File: src/rtl/dmaPrioArbPkg.sv
package dmaPrioArbPkg;

  // Strobes from control to datapath
  typedef struct packed {
    logic loadGrant;
    logic clearGrant;
  } arbStrobe_t;

  // Status from datapath back to control
  typedef struct packed {
    logic anyEligible;
    logic doneHit;
  } arbStatus_t;

  typedef enum logic [0:0] {
    ARB_IDLE = 1'b0,
    ARB_BUSY = 1'b1
  } arbState_t;

endpackage

File: src/rtl/dmaPrioArbCtrl.sv
module dmaPrioArbCtrl
  import dmaPrioArbPkg::*;
(
  input  logic       clk,
  input  logic       rstN,
  input  arbStatus_t status,
  output arbStrobe_t strobe
);

  arbState_t ctrlState, ctrlStateNext;

  always_comb begin
    strobe        = '0;
    ctrlStateNext = ctrlState;
    unique case (ctrlState)
      ARB_IDLE: begin
        if (status.anyEligible) begin
          strobe.loadGrant = 1'b1;
          ctrlStateNext    = ARB_BUSY;
        end
      end
      ARB_BUSY: begin
        if (status.doneHit) begin
          strobe.clearGrant = 1'b1;
          ctrlStateNext     = ARB_IDLE;
        end
      end
      default: ctrlStateNext = ARB_IDLE;
    endcase
  end

  always_ff @(posedge clk or negedge rstN) begin
    if (!rstN) ctrlState <= ARB_IDLE;
    else       ctrlState <= ctrlStateNext;
  end

  // stay busy until the granted channel reports done
  p_busy_hold_r6: assert property (@(posedge clk) disable iff (!rstN)
    (ctrlState == ARB_BUSY && !status.doneHit) |=> (ctrlState == ARB_BUSY));

  // done returns to idle for one cycle
  p_done_to_idle_r7: assert property (@(posedge clk) disable iff (!rstN)
    (ctrlState == ARB_BUSY && status.doneHit) |=> (ctrlState == ARB_IDLE));

  // idle with nothing eligible stays idle
  p_idle_stay_r2: assert property (@(posedge clk) disable iff (!rstN)
    (ctrlState == ARB_IDLE && !status.anyEligible) |=> (ctrlState == ARB_IDLE));

endmodule

File: src/rtl/dmaPrioArbDp.sv
module dmaPrioArbDp
  import dmaPrioArbPkg::*;
#(
  parameter int NUM_CH = 8,
  parameter int PRIO_W = 2,
  localparam int NUM_LEVELS = 1 << PRIO_W,
  localparam int IDX_W = (NUM_CH > 1) ? $clog2(NUM_CH) : 1
) (
  input  logic                     clk,
  input  logic                     rstN,
  input  logic [NUM_CH-1:0]        chReq,
  input  logic [NUM_CH-1:0]        chEn,
  input  logic [NUM_CH*PRIO_W-1:0] chPrio,
  input  logic [NUM_CH-1:0]        chDone,
  input  arbStrobe_t               strobe,
  output arbStatus_t               status,
  output logic [NUM_CH-1:0]        grantOh,
  output logic [IDX_W-1:0]         grantIdx,
  output logic                     grantValid
);

  logic [NUM_CH-1:0] eligible;
  logic [NUM_LEVELS-1:0][NUM_CH-1:0] levelSel;
  logic [NUM_LEVELS-1:0] levelHit;
  logic [PRIO_W-1:0] topLevel;
  logic [NUM_CH-1:0] topMask;
  logic [NUM_CH-1:0] winOh;
  logic [IDX_W-1:0]  winIdx;

  assign eligible = chReq & chEn;

  // Per-level membership masks
  for (genvar lv = 0; lv < NUM_LEVELS; lv++) begin : g_level
    for (genvar ch = 0; ch < NUM_CH; ch++) begin : g_ch
      assign levelSel[lv][ch] = (chPrio[ch*PRIO_W +: PRIO_W] == PRIO_W'(lv));
    end
    assign levelHit[lv] = |(eligible & levelSel[lv]);
  end

  // Highest populated level
  always_comb begin
    topLevel = '0;
    for (int lv = 0; lv < NUM_LEVELS; lv++) begin
      if (levelHit[lv]) topLevel = PRIO_W'(lv);
    end
  end

  assign topMask = eligible & levelSel[topLevel];

  // Lowest channel number within the level
  always_comb begin
    winOh  = '0;
    winIdx = '0;
    for (int ch = NUM_CH - 1; ch >= 0; ch--) begin
      if (topMask[ch]) begin
        winOh  = NUM_CH'(1) << ch;
        winIdx = IDX_W'(ch);
      end
    end
  end

  assign status.anyEligible = |eligible;
  assign status.doneHit     = |(chDone & grantOh);

  always_ff @(posedge clk or negedge rstN) begin
    if (!rstN) begin
      grantOh    <= '0;
      grantIdx   <= '0;
      grantValid <= 1'b0;
    end else if (strobe.clearGrant) begin
      grantOh    <= '0;
      grantIdx   <= '0;
      grantValid <= 1'b0;
    end else if (strobe.loadGrant) begin
      grantOh    <= winOh;
      grantIdx   <= winIdx;
      grantValid <= 1'b1;
    end
  end

  // one-hot grant consistent with index and valid
  p_onehot_r9: assert property (@(posedge clk) disable iff (!rstN)
    $onehot0(grantOh) && (grantValid == (grantOh != '0)));

  p_idx_match_r9: assert property (@(posedge clk) disable iff (!rstN)
    grantValid |-> grantOh[grantIdx]);

  // a new grant goes only to a channel that was eligible
  p_eligible_only_r2: assert property (@(posedge clk) disable iff (!rstN)
    strobe.loadGrant |=> ((grantOh & $past(eligible)) != '0));

  // grant stable while held and not completed
  p_hold_r6: assert property (@(posedge clk) disable iff (!rstN)
    (grantValid && !status.doneHit) |=> ($stable(grantOh) && $stable(grantIdx)));

  // done on the granted channel releases
  p_release_r7: assert property (@(posedge clk) disable iff (!rstN)
    (grantValid && status.doneHit) |=> !grantValid);

endmodule

File: src/rtl/dmaPrioArb.sv
module dmaPrioArb
  import dmaPrioArbPkg::*;
#(
  parameter int NUM_CH = 8,
  parameter int PRIO_W = 2,
  localparam int IDX_W = (NUM_CH > 1) ? $clog2(NUM_CH) : 1
) (
  input  logic                     clk,
  input  logic                     rstN,
  input  logic [NUM_CH-1:0]        chReq,
  input  logic [NUM_CH-1:0]        chEn,
  input  logic [NUM_CH*PRIO_W-1:0] chPrio,
  input  logic [NUM_CH-1:0]        chDone,
  output logic [NUM_CH-1:0]        grantOh,
  output logic [IDX_W-1:0]         grantIdx,
  output logic                     grantValid
);

  arbStrobe_t strobe;
  arbStatus_t status;

  dmaPrioArbCtrl ctrl_i (
    .clk    (clk),
    .rstN   (rstN),
    .status (status),
    .strobe (strobe)
  );

  dmaPrioArbDp #(
    .NUM_CH (NUM_CH),
    .PRIO_W (PRIO_W)
  ) dp_i (
    .clk        (clk),
    .rstN       (rstN),
    .chReq      (chReq),
    .chEn       (chEn),
    .chPrio     (chPrio),
    .chDone     (chDone),
    .strobe     (strobe),
    .status     (status),
    .grantOh    (grantOh),
    .grantIdx   (grantIdx),
    .grantValid (grantValid)
  );

endmodule

File: config.mk
export PLATFORM = sky130hd
export DESIGN_NAME = dmaPrioArb
export DESIGN_NICKNAME = d
export VERILOG_FILES = /design/src/rtl/dmaPrioArbPkg.sv /design/src/rtl/dmaPrioArbCtrl.sv /design/src/rtl/dmaPrioArbDp.sv /design/src/rtl/dmaPrioArb.sv
export SDC_FILE = /design/constraint.sdc
export NUM_CORES = 1
export LEC_CHECK = 0
export BUFFER_PORTS_ARGS = -buffer_cell sky130_fd_sc_hd__buf_2
export CAP_MARGIN = 20
export CORE_MARGIN = 2
export CORE_UTILIZATION = 25
export DETAILED_ROUTE_END_ITERATION = 10
export PLACE_DENSITY_LB_ADDON = 0.12
export SYNTH_ARGS = -nofsm -noshare
export SYNTH_HDL_FRONTEND = slang
export SYNTH_SLANG_ARGS = --single-unit
File: constraint.sdc
create_clock -name clk -period 3.4 [get_ports clk]
set_input_delay 0.34 -clock clk [delete_from_list [all_inputs] [get_ports clk]]
set_output_delay 0.34 -clock clk [all_outputs]
set_load 0.1 [all_outputs]
[Word level (Yosys, flattened, before mapping)]
Index checks and enable logic that the tools add are counted.
Word-level totals
  flip-flop bits (word level): 13
  bits of input ports: 42
  output and inout port bits: 12
  word-level logic and storage cells: 83
Cells by class
  $lt $le $gt $ge: 1
  equality and inequality tests: 24
  muxes and demuxes: 33
  bitwise gates (word level): 7
  reduce and logical (&&, ||, !) cells: 14
Operators by type and width (count)
  $mux 8: 11
  $and 8x8->8: 6
  $reduce_or 8->1: 5
  $eq 2x2->1 const B: 16
  $mux 3: 10
  $bmux 8 s2: 1
  $eq 2x1->1 const B: 8
  $logic_not 2->1: 8
  $mux 1: 8
  $mux 2: 2
  $lt 2x3->1 const B: 1
  $pmux 1 s2: 1
  $reduce_bool 2->1: 1
  $not 1->1: 1

[Longest topological paths before layout]
  depth after elaboration: 19
  gate-level depth with buffers: 9
  gate-level depth less buffers: 8

[Modules after synthesis]
A second synthesis with hierarchy kept.
Unflattened totals
  cell total of the unflattened synthesis: 143
  area total of the unflattened synthesis: 1218.7 um^2
By module, submodules not included
  dmaPrioArbDp: times used 1, cells each 138, area an instance 1166.1 um^2, seq. area each 300.3 um^2
  dmaPrioArbCtrl: times used 1, cells each 5, area an instance 52.6 um^2, seq. area each 25.0 um^2

[Least setup slack after synthesis]
Ideal clock, no wire load.
  path kind: input to register
  from: input chPrio[9]
  to: register dp_i.grantOh[6]
  library setup time: 123 ps
  arrival time: 2087 ps
  required time: 3277 ps
  setup slack: 1190 ps
  stages: 7
  buffers on the path: 0
  cells stage by stage: nand4b_1 o2111ai_2 nor3_4 mux2_1 o32ai_1 nor2_1 a32o_2
Between the ends
  longest elaborated chain between the ends: 18
  elaborated cells between the ends (all ways): 25
  classes of those cells: 3 x eq/ne; 14 x mux; 4 x bitwise; 4 x reduce/logical
Ends and longest elaborated chain
  start, declared: line dmaPrioArb.sv:12  | input logic [NUM_CH*PRIO_W-1:0] chPrio,
  $eq 2x1->1: line dmaPrioArbDp.sv:35  | assign levelSel[lv][ch] = (chPrio[ch*PRIO_W +: PRIO_W] == PRIO_W'(lv));
  $and 8x8->8: line dmaPrioArbDp.sv:37  | assign levelHit[lv] = |(eligible & levelSel[lv]);
  $reduce_or 8->1: line dmaPrioArbDp.sv:37
  $mux 1: line dmaPrioArbDp.sv:44  | if (levelHit[lv]) topLevel = PRIO_W'(lv);
  $mux 2 (2 in series): line dmaPrioArbDp.sv:44
  $bmux 8 s2 *: line dmaPrioArbDp.sv:48  | assign topMask = eligible & levelSel[topLevel];
  $mux 8 (not written as such) *: line dmaPrioArbDp.sv:48
  $and 8x8->8 *: line dmaPrioArbDp.sv:48
  $mux 8 (6 in series): line dmaPrioArbDp.sv:55  | if (topMask[ch]) begin
  $mux 8 *: line dmaPrioArbDp.sv:55
  $mux 8 *: line dmaPrioArbDp.sv:74  | end else if (strobe.loadGrant) begin
  $mux 8 *: line dmaPrioArbDp.sv:70  | end else if (strobe.clearGrant) begin
  end signal, assigned: line dmaPrioArbDp.sv:75  | grantOh <= winOh;
  end, declared: line dmaPrioArbDp.sv:17  | output logic [NUM_CH-1:0] grantOh,
Every way passes the cells marked *; elsewhere a longest branch is shown, timed or not. The select of a mux whose other input is x is not followed.
A chain may end at the register's enable or synchronous reset.

[Worst setup path after layout]
  from: input chEn[4]
  to: register dp_i.grantOh[7]
Between the ends
  longest elaborated chain between the ends: 19
  elaborated cells between the ends (all ways): 27
  classes of those cells: 17 x mux; 5 x bitwise; 5 x reduce/logical
Ends and longest elaborated chain
  start, declared: line dmaPrioArb.sv:11  | input logic [NUM_CH-1:0] chEn,
  $and 8x8->8 *: line dmaPrioArbDp.sv:30  | assign eligible = chReq & chEn;
  $and 8x8->8: line dmaPrioArbDp.sv:37
  $reduce_or 8->1: line dmaPrioArbDp.sv:37
  $mux 1: line dmaPrioArbDp.sv:44
  $mux 2 (2 in series): line dmaPrioArbDp.sv:44
  $bmux 8 s2: line dmaPrioArbDp.sv:48
  $mux 8 (not written as such): line dmaPrioArbDp.sv:48
  $and 8x8->8: line dmaPrioArbDp.sv:48
  $mux 8 (8 in series): line dmaPrioArbDp.sv:55
  $mux 8: line dmaPrioArbDp.sv:74
  $mux 8: line dmaPrioArbDp.sv:70
Marks and branches as above.

==> run metrics <==
leading cell type in the layout, fill and taps excluded buf_2; largest net degree at the start of global routing 14; RSZ-0062 raised after global routing false; Ys Warns 0; IO Count 54; CP Launch Type primary input; Post-Syn Area per Cell approximately 8.9 um^2; outcome finished, final reports clean; Core Area approximately 4700 um^2; IO buf count 53; total grt overflow 0; Max Transition Viols Final 0; period utilization 0.749; sequential area share after synthesis 0.271; post-synthesis register bit count 13; wire length after detailed routing about 3.8 mm; Pleak between 0.7 and 0.8 nW; placer congestion estimate 0.900; Mapped Nets roughly 180; first-pass GRT wire length between 6 and 7 mm; share of cells above drive strength 1 0.396; worst-path fanout max 8; htree depth 1; Longest Clk Path Bufs 2; Critical Path, Cell by Cell buf_2 -> nand4b_1 -> o2111ai_2 -> nor3_4 -> mux2_1 -> o32ai_1 -> nor2_1 -> a32o_2; time the worst path needs with I/O delays and setup about 2.5 ns; DP Wirelength between 3 and 4 mm; commonest cells after routing, fill and taps aside 53 x buf_2, 18 x nand2_1, 15 x nand4_1, 13 x dfrtp_1, 9 x nand4b_1; Avg Vias per Cell 5.40; # rows 25; Peak VDD IR 0.208 mV; synthesized area ~1200 um^2; Async SR Flop Fraction 1.00; area added between synthesis and finish 31.4%; DRT antenna net count 0; Total Die Area around 5400 um^2; post-CTS setup buffer count 0; Final Skew roughly 0.0021 ns; synthesized instance count about 140; Worst R2R Start dp_i.grantOh[4]$_DFFE_PN0P_; Worst-Margin Slew 0.696 ns; Post-synth EDFFs 0; Via Count roughly 1300; Die X between 70 and 80 um; Worst setup EP type flip-flop; Setup violations, final 0; All-Layer GR Usage 0.144; TritonCTS Buffers 3; Worst EP arrival 2.68 ns; FMAX about 390 MHz; CP max stage delay approximately 0.59 ns; Pre-antenna DRT Iters 5; Reg clk slew, reported paths 0.06 ns; Hold Vio Cnt, Final 0; Worst Path Required 3.53 ns; fillers between 500 and 600; Max Cap Viol 0; largest family of logic cells by synthesized area simple AND/OR/NAND/NOR gates; Compound-Gate Fraction of Synth Area 0.286; Buf+Inv Stages, Crit Path 1; worst hold start chDone[0]; CP top delay family compound AO/OA/AOI/OAI gates; drt drc 0; initial antenna violation count 0; Setup CP Type in2reg; Root Driver clkbuf_8; CTS tree built; ANT cells 0; vias in the first global route 1332; Hold WC Path Type in2reg; synthesized-area fraction occupied by adder cells 0; prevailing post-synth register cell dfrtp_1; starting density of the core 0.256; Pwr Density 630 nW/um^2; die height approximately 73 um; critical path's slowest cell o32ai_1; clock sink count 13; relative slew slack 0.535; DR WL/cell ~16 um; Detailed Route Iter0 Violations a little over 80; design area about 1600 um^2; fin nets 235; Simple-Gate Fraction of Synth Area 0.329; XOR/XNOR Fraction of Synth Area 0.0510; insertion delay to the later sink of the worst-skew pair between 0.2 and 0.25 ns; Post-DP Area ~1500 um^2; setup_tns 0 ns; synth unique cells 42; multiplexer area fraction after synthesis 0.0260; crit path launch chEn[4]
## synthesized netlist by cell type, types with 2 or more instances
| master | n | share of area |
|---|---|---|
| nand2_1 | 18 | 0.056 |
| nand4_1 | 15 | 0.078 |
| dfrtp_1 | 13 | 0.27 |
| nand4b_1 | 9 | 0.066 |
| inv_1 | 7 | 0.022 |
| nor2_1 | 7 | 0.022 |
| xnor2_1 | 7 | 0.051 |
| nand3_1 | 5 | 0.021 |
| a22o_1 | 4 | 0.029 |
| o21ai_0 | 4 | 0.017 |
| a21oi_1 | 3 | 0.012 |
| nand2b_1 | 3 | 0.016 |
| o32ai_1 | 3 | 0.022 |
| a32o_1 | 2 | 0.017 |
| a32o_2 | 2 | 0.019 |
| and2b_2 | 2 | 0.015 |
| mux2i_1 | 2 | 0.017 |
| o2111ai_1 | 2 | 0.015 |
| o311ai_2 | 2 | 0.027 |
| o32a_2 | 2 | 0.019 |
| or2_2 | 2 | 0.010 |
## power by group
group	internal [mW]	switching [mW]
Combinational	0.157	0.472
Sequential	0.200	0.0308
Clock	0.0808	0.0555
Total	0.437	0.558
## worst reg2reg max path, cell delays in order, from the launching register on
cell and delay [ns]:
dfrtp_1 0.39, a22o_1 0.22, a221oi_1 0.25, nand4_1 0.15, o21ai_0 0.23, buf_4 0.26
nand2_1 0.07, o211ai_1 0.08
## final cells by class
type	count	area, um^2	area share
flip-flops and latches	13	325	0.206
clock buffers	3	41.3	0.0261
repair buffers	55	283	0.179
well taps	54	67.6	0.0428
clock inverters	1	5.00	0.00317
multi-input cells	113	832	0.527
inverters	7	26.3	0.0166
## repair_timing
action	CTS	global route
resized for setup	0	0
setup endpoints to repair	0	0
endpoints found under the hold margin	13	0
hold buffers	1	0
## registers in the layout, indices dropped and copies added, names as in the netlist
name / count
dp_i.grantOh: 8
dp_i.grantIdx: 3
ctrl_i.ctrlState: 1
dp_i.grantValid: 1
## layer usage
layer / up-vias / GRT usage / wire (um)
li1: 664 / - / -
met3: 2 / 0.0261 / 211
met1: 625 / 0.201 / 1790
met2: 38 / 0.235 / 1820
met5: - / 0 / 0
met4: 0 / 0.0242 / 7
## metrics by stage
step | std cells | power [mW] | hold WS, ns | setup WS (ns) | utilization
after floorplan | 135 | 0.726 | 0.0444 | 1.19 | -
after global placement | 241 | 0.861 | 0.243 | 0.545 | 0.325
after detailed placement | 241 | 0.863 | 0.246 | 0.566 | 0.325
after CTS | 246 | 1.00 | 0.402 | 0.821 | 0.337
after global routing | 246 | 1.05 | 0.438 | 0.721 | 0.337
final | 246 | 0.995 | 0.408 | 0.853 | 0.337
## logic make-up after synthesis
group	count (synthesis)
DFF	13
xor gates and xnor gates	7
AOI/OAI and AO/OA	36
muxes	3
buffers and inverters	9
and+or+nand+nor	67
## final timing paths
check | slack (ns) | cells after the start | to
worst max-delay path | 0.85 | 8 | dp_i.grantOh[7]$_DFFE_PN0P_
worst min-delay path | 0.41 | 4 | ctrl_i.ctrlState$_DFF_PN0_
worst max register to register | 1.67 | 7 | dp_i.grantIdx[0]$_DFFE_PN0P_
worst min register to register | 0.48 | 2 | dp_i.grantIdx[1]$_DFFE_PN0P_
max in group asynchronous | 2.65 | 2 | dp_i.grantOh[7]$_DFFE_PN0P_
min in group asynchronous | 0.52 | 2 | dp_i.grantValid$_DFFE_PN0P_
(Power assumes the default switching activity.)
